--- src/rtl/sseq_pkg.sv ---
package sseq_pkg;

  localparam int TW_W      = 15;
  localparam int ASU_LSB   = 13;
  localparam int CSU_LSB   = 11;
  localparam int ACC_LSB   = 8;
  localparam int CSH_LSB   = 6;
  localparam int AH_LSB    = 4;
  localparam int PACC_LSB  = 2;
  localparam int BEATS_LSB = 0;
  localparam int LEN_W     = 4;
  localparam int BEAT_W    = 5;

  typedef enum logic [2:0] {
    PH_IDLE, PH_ASU, PH_CSU, PH_ACC, PH_PAGE, PH_CSH, PH_AH
  } phase_e;

  typedef struct packed {
    logic [LEN_W-1:0]  asu;
    logic [LEN_W-1:0]  csu;
    logic [LEN_W-1:0]  acc;
    logic [LEN_W-1:0]  pacc;
    logic [LEN_W-1:0]  csh;
    logic [LEN_W-1:0]  ah;
    logic [BEAT_W-1:0] beats;
  } tim_s;

  function automatic logic [LEN_W-1:0] dly_clocks(input logic [1:0] c);
    case (c)
      2'd0:    return 4'd0;
      2'd1:    return 4'd1;
      2'd2:    return 4'd2;
      default: return 4'd4;
    endcase
  endfunction

  function automatic logic [LEN_W-1:0] acc_clocks(input logic [2:0] c);
    case (c)
      3'd0:    return 4'd1;
      3'd1:    return 4'd2;
      3'd2:    return 4'd3;
      3'd3:    return 4'd4;
      3'd4:    return 4'd6;
      3'd5:    return 4'd8;
      3'd6:    return 4'd10;
      default: return 4'd14;
    endcase
  endfunction

  function automatic logic [LEN_W-1:0] page_clocks(input logic [1:0] c);
    case (c)
      2'd0:    return 4'd2;
      2'd1:    return 4'd3;
      2'd2:    return 4'd4;
      default: return 4'd6;
    endcase
  endfunction

  function automatic logic [BEAT_W-1:0] beat_count(input logic [1:0] c);
    case (c)
      2'd0:    return 5'd1;
      2'd1:    return 5'd4;
      2'd2:    return 5'd8;
      default: return 5'd16;
    endcase
  endfunction

  // Next non-empty phase in the fixed strobe order
  function automatic phase_e next_phase(input phase_e p, input tim_s t, input logic more);
    phase_e n;
    case (p)
      PH_IDLE: n = (t.asu != 0) ? PH_ASU : ((t.csu != 0) ? PH_CSU : PH_ACC);
      PH_ASU:  n = (t.csu != 0) ? PH_CSU : PH_ACC;
      PH_CSU:  n = PH_ACC;
      PH_ACC, PH_PAGE:
        if (more)            n = PH_PAGE;
        else if (t.csh != 0) n = PH_CSH;
        else if (t.ah != 0)  n = PH_AH;
        else                 n = PH_IDLE;
      PH_CSH:  n = (t.ah != 0) ? PH_AH : PH_IDLE;
      default: n = PH_IDLE;
    endcase
    return n;
  endfunction

  function automatic logic [LEN_W-1:0] phase_len(input phase_e p, input tim_s t);
    case (p)
      PH_ASU:  return t.asu;
      PH_CSU:  return t.csu;
      PH_ACC:  return t.acc;
      PH_PAGE: return t.pacc;
      PH_CSH:  return t.csh;
      PH_AH:   return t.ah;
      default: return 4'd1;
    endcase
  endfunction

endpackage

--- src/rtl/sseq_timing_dec.sv ---
module sseq_timing_dec
  import sseq_pkg::*;
(
  input  logic [TW_W-1:0] word,
  output tim_s            tim
);

  always_comb begin
    tim.asu   = dly_clocks(word[ASU_LSB +: 2]);
    tim.csu   = dly_clocks(word[CSU_LSB +: 2]);
    tim.acc   = acc_clocks(word[ACC_LSB +: 3]);
    tim.pacc  = page_clocks(word[PACC_LSB +: 2]);
    tim.csh   = dly_clocks(word[CSH_LSB +: 2]);
    tim.ah    = dly_clocks(word[AH_LSB +: 2]);
    tim.beats = beat_count(word[BEATS_LSB +: 2]);
  end

endmodule

--- src/rtl/sseq_phase_timer.sv ---
module sseq_phase_timer #(
  parameter int CNT_W = 4
) (
  input  logic             clk,
  input  logic             rst_n,
  input  logic             load,
  input  logic [CNT_W-1:0] load_len,
  output logic             last
);

  logic [CNT_W-1:0] cnt_q, cnt_d;

  always_comb begin
    cnt_d = cnt_q;
    if (load)
      cnt_d = load_len - 1'b1;
    else if (cnt_q != '0)
      cnt_d = cnt_q - 1'b1;
  end

  always_ff @(posedge clk or negedge rst_n) begin
    if (!rst_n) cnt_q <= '0;
    else        cnt_q <= cnt_d;
  end

  assign last = (cnt_q == '0);

  // a loaded phase counts down one clock at a time
  a_r4_countdown: assert property (@(posedge clk) disable iff (!rst_n)
    (!$past(load) && $past(cnt_q) != '0) |-> (cnt_q == $past(cnt_q) - 1'b1));

endmodule

--- src/rtl/sseq_ctrl.sv ---
module sseq_ctrl
  import sseq_pkg::*;
#(
  parameter int AW = 16,
  parameter int DW = 16
) (
  input  logic             clk,
  input  logic             rst_n,
  input  tim_s             tim,
  input  logic             req_valid,
  input  logic             req_write,
  input  logic [AW-1:0]    req_addr,
  input  logic [DW-1:0]    req_wdata,
  input  logic [DW-1:0]    mem_rdata,
  input  logic             phase_last,
  output logic             timer_load,
  output logic [LEN_W-1:0] timer_len,
  output logic             req_ready,
  output logic             beat_ack,
  output logic [DW-1:0]    rd_data,
  output logic [AW-1:0]    mem_addr,
  output logic             mem_cs_n,
  output logic             mem_oe_n,
  output logic             mem_we_n,
  output logic [DW-1:0]    mem_wdata
);

  localparam int PAD_W = AW - BEAT_W;

  phase_e            state_q, state_d;
  tim_s              tim_q, tsel;
  logic              write_q;
  logic [AW-1:0]     base_q, addr_q, addr_d, page_addr, mask;
  logic [DW-1:0]     wdata_q, rd_q;
  logic [BEAT_W-1:0] beat_q, beat_d, beat_nx;
  logic              ack_q;
  logic              accept, advance, in_access, beat_end, more;

  // ---------------- next-state logic ----------------
  always_comb begin
    accept    = (state_q == PH_IDLE) && req_valid;
    tsel      = accept ? tim : tim_q;
    in_access = (state_q == PH_ACC) || (state_q == PH_PAGE);
    beat_end  = in_access && phase_last;
    advance   = accept || ((state_q != PH_IDLE) && phase_last);
    beat_nx   = beat_q + 1'b1;
    more      = !write_q && (beat_nx < tim_q.beats);

    state_d = state_q;
    if (advance)
      state_d = next_phase(state_q, tsel, more);
    timer_load = advance && (state_d != PH_IDLE);
    timer_len  = phase_len(state_d, tsel);

    mask      = {{PAD_W{1'b0}}, tim_q.beats - 1'b1};
    page_addr = (base_q & ~mask) | ((base_q + {{PAD_W{1'b0}}, beat_nx}) & mask);

    beat_d = beat_q;
    if (accept)        beat_d = '0;
    else if (beat_end) beat_d = beat_nx;

    addr_d = addr_q;
    if (accept)                           addr_d = req_addr;
    else if (beat_end && more)            addr_d = page_addr;
    else if (advance && state_d == PH_IDLE) addr_d = '0;
  end

  // ---------------- registers ----------------
  always_ff @(posedge clk or negedge rst_n) begin
    if (!rst_n) begin
      state_q <= PH_IDLE;
      tim_q   <= '0;
      write_q <= 1'b0;
      base_q  <= '0;
      wdata_q <= '0;
      beat_q  <= '0;
      addr_q  <= '0;
      ack_q   <= 1'b0;
      rd_q    <= '0;
    end else begin
      state_q <= state_d;
      beat_q  <= beat_d;
      addr_q  <= addr_d;
      ack_q   <= beat_end;
      if (accept) begin
        tim_q   <= tim;
        write_q <= req_write;
        base_q  <= req_addr;
        wdata_q <= req_wdata;
      end
      if (beat_end && !write_q)
        rd_q <= mem_rdata;
    end
  end

  // ---------------- outputs ----------------
  assign req_ready = (state_q == PH_IDLE);
  assign beat_ack  = ack_q;
  assign rd_data   = rd_q;
  assign mem_addr  = addr_q;
  assign mem_wdata = wdata_q;
  assign mem_cs_n  = !((state_q == PH_CSU) || in_access || (state_q == PH_CSH));
  assign mem_oe_n  = !(in_access && !write_q);
  assign mem_we_n  = !((state_q == PH_ACC) && write_q);

  // ---------------- assertions ----------------
  // ready only drops because a request was taken
  a_r9_drop_on_req: assert property (@(posedge clk) disable iff (!rst_n)
    $fell(req_ready) |-> $past(req_valid));

  // acknowledge lasts exactly one cycle
  a_r8_ack_pulse: assert property (@(posedge clk) disable iff (!rst_n)
    beat_ack |=> !beat_ack);

  // acknowledge follows an access clock
  a_r8_ack_after_access: assert property (@(posedge clk) disable iff (!rst_n)
    beat_ack |-> ($past(state_q) == PH_ACC || $past(state_q) == PH_PAGE));

  // page beats keep the upper address bits
  a_r7_upper_stable: assert property (@(posedge clk) disable iff (!rst_n)
    (state_q == PH_PAGE) |-> ((addr_q & ~mask) == ($past(addr_q) & ~mask)));

  // writes never enter page beats
  a_r6_write_single: assert property (@(posedge clk) disable iff (!rst_n)
    (state_q == PH_PAGE) |-> !write_q);

  // snapshot stays fixed during a transaction
  a_r10_snapshot_held: assert property (@(posedge clk) disable iff (!rst_n)
    (state_q != PH_IDLE && $past(state_q) != PH_IDLE) |-> $stable(tim_q));

endmodule

--- src/rtl/sram_strobe_seq.sv ---
module sram_strobe_seq
  import sseq_pkg::*;
#(
  parameter int AW       = 16,
  parameter int DW       = 16,
  parameter logic [TW_W-1:0] CFG_RESET = 15'h0700
) (
  input  logic            clk,
  input  logic            rst_n,
  input  logic            cfg_we,
  input  logic [TW_W-1:0] cfg_word,
  input  logic            req_valid,
  input  logic            req_write,
  input  logic [AW-1:0]   req_addr,
  input  logic [DW-1:0]   req_wdata,
  output logic            req_ready,
  output logic            beat_ack,
  output logic [DW-1:0]   rd_data,
  output logic [AW-1:0]   mem_addr,
  output logic            mem_cs_n,
  output logic            mem_oe_n,
  output logic            mem_we_n,
  output logic [DW-1:0]   mem_wdata,
  input  logic [DW-1:0]   mem_rdata
);

  logic [1:0]       rst_sync_q;
  logic             srst_n;
  logic [TW_W-1:0]  cfg_q;
  tim_s             tim;
  logic             timer_load, phase_last;
  logic [LEN_W-1:0] timer_len;

  // asynchronous assert, synchronous release
  always_ff @(posedge clk or negedge rst_n) begin
    if (!rst_n) rst_sync_q <= 2'b00;
    else        rst_sync_q <= {rst_sync_q[0], 1'b1};
  end
  assign srst_n = rst_sync_q[1];

  always_ff @(posedge clk or negedge srst_n) begin
    if (!srst_n)     cfg_q <= CFG_RESET;
    else if (cfg_we) cfg_q <= cfg_word;
  end

  sseq_timing_dec u_dec (
    .word (cfg_q),
    .tim  (tim)
  );

  sseq_phase_timer #(.CNT_W(LEN_W)) u_timer (
    .clk      (clk),
    .rst_n    (srst_n),
    .load     (timer_load),
    .load_len (timer_len),
    .last     (phase_last)
  );

  sseq_ctrl #(.AW(AW), .DW(DW)) u_ctrl (
    .clk        (clk),
    .rst_n      (srst_n),
    .tim        (tim),
    .req_valid  (req_valid),
    .req_write  (req_write),
    .req_addr   (req_addr),
    .req_wdata  (req_wdata),
    .mem_rdata  (mem_rdata),
    .phase_last (phase_last),
    .timer_load (timer_load),
    .timer_len  (timer_len),
    .req_ready  (req_ready),
    .beat_ack   (beat_ack),
    .rd_data    (rd_data),
    .mem_addr   (mem_addr),
    .mem_cs_n   (mem_cs_n),
    .mem_oe_n   (mem_oe_n),
    .mem_we_n   (mem_we_n),
    .mem_wdata  (mem_wdata)
  );

  // an enable strobe is only low inside chip select
  a_r2_enable_in_cs: assert property (@(posedge clk) disable iff (!srst_n)
    (!mem_oe_n || !mem_we_n) |-> !mem_cs_n);

endmodule

--- config.mk ---
export PLATFORM = sky130hd
export DESIGN_NAME = sram_strobe_seq
export DESIGN_NICKNAME = d
export VERILOG_FILES = /design/src/rtl/sseq_pkg.sv /design/src/rtl/sseq_timing_dec.sv /design/src/rtl/sseq_phase_timer.sv /design/src/rtl/sseq_ctrl.sv /design/src/rtl/sram_strobe_seq.sv
export SDC_FILE = /design/constraint.sdc
export NUM_CORES = 1
export LEC_CHECK = 0
export BUFFER_PORTS_ARGS = -buffer_cell sky130_fd_sc_hd__buf_2
export CAP_MARGIN = 30
export CORE_MARGIN = 8
export CORE_UTILIZATION = 52
export DETAILED_ROUTE_END_ITERATION = 12
export PLACE_DENSITY = 0.77
export SETUP_SLACK_MARGIN = 0.2
export SYNTH_ARGS = -nofsm -noshare
export SYNTH_HDL_FRONTEND = slang
export SYNTH_SLANG_ARGS = --single-unit
--- constraint.sdc ---
create_clock -name clk -period 6.1 [get_ports clk]
set_clock_uncertainty 0.15 [all_clocks]
set_input_delay 1.22 -clock clk [delete_from_list [all_inputs] [get_ports clk]]
set_output_delay 1.22 -clock clk [all_outputs]
set_load 0.05 [all_outputs]
==> results.md <==
* Run status: finished, final reports clean
* Mean instance size in the synthesized netlist at 10.4 um2
* Number of buffers added by the clock tree synthesis step at 17
* Post-synthesis share of cell area spent on xor and xnor gates at 1.65%
* Number of routed nets with antenna violations at 0
* GPL Wtd Cong at 0.890
* Crit share post-route at 74.5%
* Switching portion of total power at 44.4%
* Sequential-to-total area share from yosys stat at 52.6%
* CTS hold repair buffers at 0
* First-pass DRT Iterations at 5
* Count of maximum capacitance violations at 0
* Combined global-route utilization of all metal layers at 20.7%
* Worst path bufs/invs at 3
* Biggest cell delay along the critical path at 740 ps
* YS warnings at 0
* Cell at the slowest stage of the critical path: sky130_fd_sc_hd__or4b_2
* Complex-gate fraction of the synthesized area at 12.9%
* Arrival time at the worst endpoint at 4680 ps
* Mapped Cells at 563
* CP Data Required Time at 6230 ps
* Number of inserted filler cells in the final layout at 888
* FF+latch count, synth at 123
* CTS tree: built
* Series of cell instances along the critical path: buf_2, or4b_2, buf_4, nand2_1, a2bb2oi_2, o31ai_2, nand2_2, inv_2, o21ai_1, a211oi_1, nor2_1, ha_1, xnor2_1, nor2_1
* Area of all placed cells without fillers at 7190 um2
* Kind of start point of the critical path: primary input
* Capturing element type of the critical path: register
* # Post-CTS Setup Buffers at 0
* Pin slew with the least headroom to its limit at 965 ps
* DP Area at 6540 um2
* Leakage power summed over all cells at 3.68 nW
* Share of layout cells above drive strength 1 at 31.8%
* Number of remaining DRC errors at 0
* I/O pin cnt at 121
* Top_reg_cell synth: sky130_fd_sc_hd__dfrtp_1
* Simple-gate area share of the yosys netlist at 18.0%
* Placeable core region at 10900 um2
* Die Ht at 122 um
* Worst IR Drop VDD at 0.000438 V
* Fraction of synthesis flops using an asynchronous set or reset pin at 100%
* HPWL Detailed at 10400 um
* Min-delay worst type: register to register
* Global-route wire length before repair at 24400 um
* Mux contribution to synthesized area at 7.18%
* Final setup violation count at 0
* Final nets at 761
* Number of slew-limit violations in the final report at 0
* Largest driver fanout on the critical path at 39
* Highest metal used: met5
* Relative contribution of combinational cells to total power at 45.6%
* Proportion of power drawn by the clock network at 24.5%
* DR iter-0 viols at 329
* Initial core utilization at 53.5%
* Vias in the first global route at 4927
* Vias post-DR at 4602
* Sink Count at 123
* Fmax at 220 MHz
* Antenna violations before repair at 1
* P per Cell Area at 614 nW/um2
* Relative slew margins at 35.7%
* Final critical delay including setup and external delays at 4550 ps
* Die Footprint at 14900 um2
* Post-synth design cell area at 5850 um2
* Post-DR vias/cell at 5.52
* Number of H-tree levels at 4
* Distinct cell type count after synthesis at 75
* Longest Clk Path Bufs at 2
* Worst-path clk slew at 50 ps
* Net switching power figure at 1.96 mW
* Fin. Hold Viols at 0
* Maximum number of pins on one net before global-route repair at 71
* Met3 Routed Length at 970 um
* Portion of total power attributed to sequential cells at 29.9%
* Path type of the worst setup path: primary input to register
* Clock latency reported for the late side of the worst-skew pair at 420 ps
* Routed length on met2 at 7050 um
* Setup Total Neg Slack at 0 ps
* Unrepaired setup endpoints after global routing: false
* Root Buffer: sky130_fd_sc_hd__clkbuf_16
* Number of nets in the synthesized netlist at 643
* Routed length on met1 at 6310 um
* Final global-route overflow total at 0
* Post-CTS resize count at 0
* Adder and majority cell fraction of the synthesized area at 2.69%
* Antenna cell count at 0
* Main combinational cell family by area after synthesis: simple AND/OR/NAND/NOR gates
* Most used cell, CP: sky130_fd_sc_hd__nor2_1
* Row cnt at 38
* Average wire length per cell after detail routing at 17.5 um
* Internal power of the cells at 2.45 mW
* Crit path max-delay family: simple AND/OR/NAND/NOR gates
* Overall routed net length at 14600 um
* Port-buffer cells at 120
* Post-synthesis to final-layout area growth at 22.8%
* Die boundary width at 122 um
* Number of enable flip-flop cells after synthesis at 0
-- synthesized netlist by cell type, types with 2 or more instances --
library cell               count  share of area [%]
sky130_fd_sc_hd__a211oi_1      3               0.38
sky130_fd_sc_hd__a21o_1        4               0.51
sky130_fd_sc_hd__a21oi_1      10               0.85
sky130_fd_sc_hd__a221oi_1      3               0.45
sky130_fd_sc_hd__a222oi_1     14                2.4
sky130_fd_sc_hd__a32oi_2       2               0.56
sky130_fd_sc_hd__and2_1        5               0.53
sky130_fd_sc_hd__and3_1        5               0.53
sky130_fd_sc_hd__buf_1         3               0.19
sky130_fd_sc_hd__buf_2         5               0.43
sky130_fd_sc_hd__buf_6         2               0.38
sky130_fd_sc_hd__clkbuf_1     15               0.96
sky130_fd_sc_hd__dfrtp_1     120                 51
sky130_fd_sc_hd__dfstp_2       3                1.3
sky130_fd_sc_hd__ha_1         11                2.4
sky130_fd_sc_hd__inv_1        35                2.2
sky130_fd_sc_hd__inv_2         2               0.13
sky130_fd_sc_hd__mux2_2       31                6.0
sky130_fd_sc_hd__mux2i_1       6                1.0
sky130_fd_sc_hd__nand2_1     141                9.0
sky130_fd_sc_hd__nand2b_1      2               0.21
sky130_fd_sc_hd__nand3_1      15                1.3
sky130_fd_sc_hd__nand3b_1     10                1.3
sky130_fd_sc_hd__nor2_1       12               0.77
sky130_fd_sc_hd__nor3_1        6               0.51
sky130_fd_sc_hd__nor3b_1       2               0.26
sky130_fd_sc_hd__nor4_1        6               0.64
sky130_fd_sc_hd__o211ai_1      4               0.51
sky130_fd_sc_hd__o21ai_0      22                1.9
sky130_fd_sc_hd__o21ai_1       3               0.26
sky130_fd_sc_hd__o21ai_2       2               0.30
sky130_fd_sc_hd__o31a_1        2               0.30
sky130_fd_sc_hd__o31ai_1       2               0.26
sky130_fd_sc_hd__o31ai_2       2               0.43
sky130_fd_sc_hd__or2_2         2               0.21
sky130_fd_sc_hd__or3_1         2               0.21
sky130_fd_sc_hd__or4_1         2               0.26
sky130_fd_sc_hd__xnor2_1       6               0.90
sky130_fd_sc_hd__xor2_1        5               0.75
-- per-stage QoR --
stage / setup slack, ps / total power [mW] / util [%] / hold slack (ps) / cells
4_1_cts: 1590 / 4.44 / 65.7 / 213 / 834
3_3_place_gp: 1300 / 3.27 / 59.8 / 189 / 802
6_report: 1550 / 4.41 / 65.7 / 209 / 834
2_1_floorplan: 2250 / 2.88 / - / 181 / 563
3_5_place_dp: 1190 / 3.34 / 59.8 / 194 / 802
5_1_grt: 1210 / 4.68 / 65.7 / 223 / 834
-- layer usage --
layer  vias up  GRT usage (%)
met5         -              0
met4         2           8.83
met3        24           6.57
met2       127           32.2
met1      2262           26.1
li1       2187              -
-- flip-flops by register name, indices dropped and copies added, names as in the netlist --
| name | flops |
|---|---|
| u_ctrl.beat_ack | 1 |
| cfg_q | 15 |
| u_timer.cnt_q | 4 |
| u_ctrl.state_q | 3 |
| rst_sync_q | 2 |
| u_ctrl.beat_q | 5 |
| u_ctrl.base_q | 16 |
| u_ctrl.tim_q | 28 |
| u_ctrl.write_q | 1 |
| u_ctrl.mem_wdata | 16 |
| u_ctrl.mem_addr | 16 |
| u_ctrl.rd_data | 16 |
-- area by class of cell --
type                       instances  area, um2  area share [%]
clock buffer                      21        480            6.69
clock inverter                    11        165            2.30
inverter                          38        145            2.02
multi-input combinational        375       2490            34.6
sequential                       123       3090            42.9
tap                              140        175            2.44
timing repair buffer             126        646            8.98
-- cells in the final DEF, fill, tap and decap left out, types with 3 or more instances in the layout --
cell,count
sky130_fd_sc_hd__a211oi_1,3
sky130_fd_sc_hd__a21o_1,4
sky130_fd_sc_hd__a21oi_1,10
sky130_fd_sc_hd__a221oi_1,3
sky130_fd_sc_hd__a222oi_1,14
sky130_fd_sc_hd__and2_1,5
sky130_fd_sc_hd__and3_1,5
sky130_fd_sc_hd__buf_2,120
sky130_fd_sc_hd__buf_4,6
sky130_fd_sc_hd__bufinv_16,4
sky130_fd_sc_hd__clkbuf_16,17
sky130_fd_sc_hd__clkbuf_8,4
sky130_fd_sc_hd__clkinv_2,3
sky130_fd_sc_hd__clkinvlp_4,4
sky130_fd_sc_hd__dfrtp_1,119
sky130_fd_sc_hd__dfstp_2,3
sky130_fd_sc_hd__ha_1,11
sky130_fd_sc_hd__inv_1,35
sky130_fd_sc_hd__mux2_2,31
sky130_fd_sc_hd__mux2i_1,6
sky130_fd_sc_hd__nand2_1,141
sky130_fd_sc_hd__nand3_1,15
sky130_fd_sc_hd__nand3b_1,10
sky130_fd_sc_hd__nor2_1,12
sky130_fd_sc_hd__nor3_1,6
sky130_fd_sc_hd__nor4_1,6
sky130_fd_sc_hd__o211ai_1,4
sky130_fd_sc_hd__o21ai_0,22
sky130_fd_sc_hd__o21ai_1,3
sky130_fd_sc_hd__xnor2_1,6
sky130_fd_sc_hd__xor2_1,5
-- power by group through the flow --
stage / Clock [mW] / Sequential, mW / Combinational [mW]
5_1_grt: 1.13 / 1.36 / 2.19
3_3_place_gp: 0 / 1.31 / 1.96
6_report: 1.08 / 1.32 / 2.01
4_1_cts: 1.10 / 1.32 / 2.03
2_1_floorplan: 0 / 1.73 / 1.15
3_5_place_dp: 0 / 1.33 / 2.02
-- kinds of logic (layout without fill, tap and decap cells) --
logic type,after synthesis,after routing
buf+inv,65,196
other cells,1,1
flops,123,123
simple gates,222,222
compound gates,91,91
xor+xnor,11,11
fa+ha+maj,12,12
mux,38,38
-- final timing paths --
kind,start,to,slack [ps],cells past startpoint
max,req_valid,u_timer.cnt_q[2]$_DFFE_PN0P_,1550,14
min,rst_sync_q[0]$_DFF_PN0_,rst_sync_q[1]$_DFF_PN0_,210,0
max reg2reg,u_ctrl.state_q[1]$_DFF_PN0_,u_timer.cnt_q[2]$_DFFE_PN0P_,1840,13
min reg2reg,rst_sync_q[0]$_DFF_PN0_,rst_sync_q[1]$_DFF_PN0_,210,0
max in group asynchronous,rst_sync_q[1]$_DFF_PN0_,u_ctrl.tim_q[3]$_DFFE_PN0P_,4240,1
min in group asynchronous,rst_sync_q[1]$_DFF_PN0_,u_ctrl.rd_data[13]$_DFFE_PN0P_,220,0
Power figures use the tool's default switching activity.
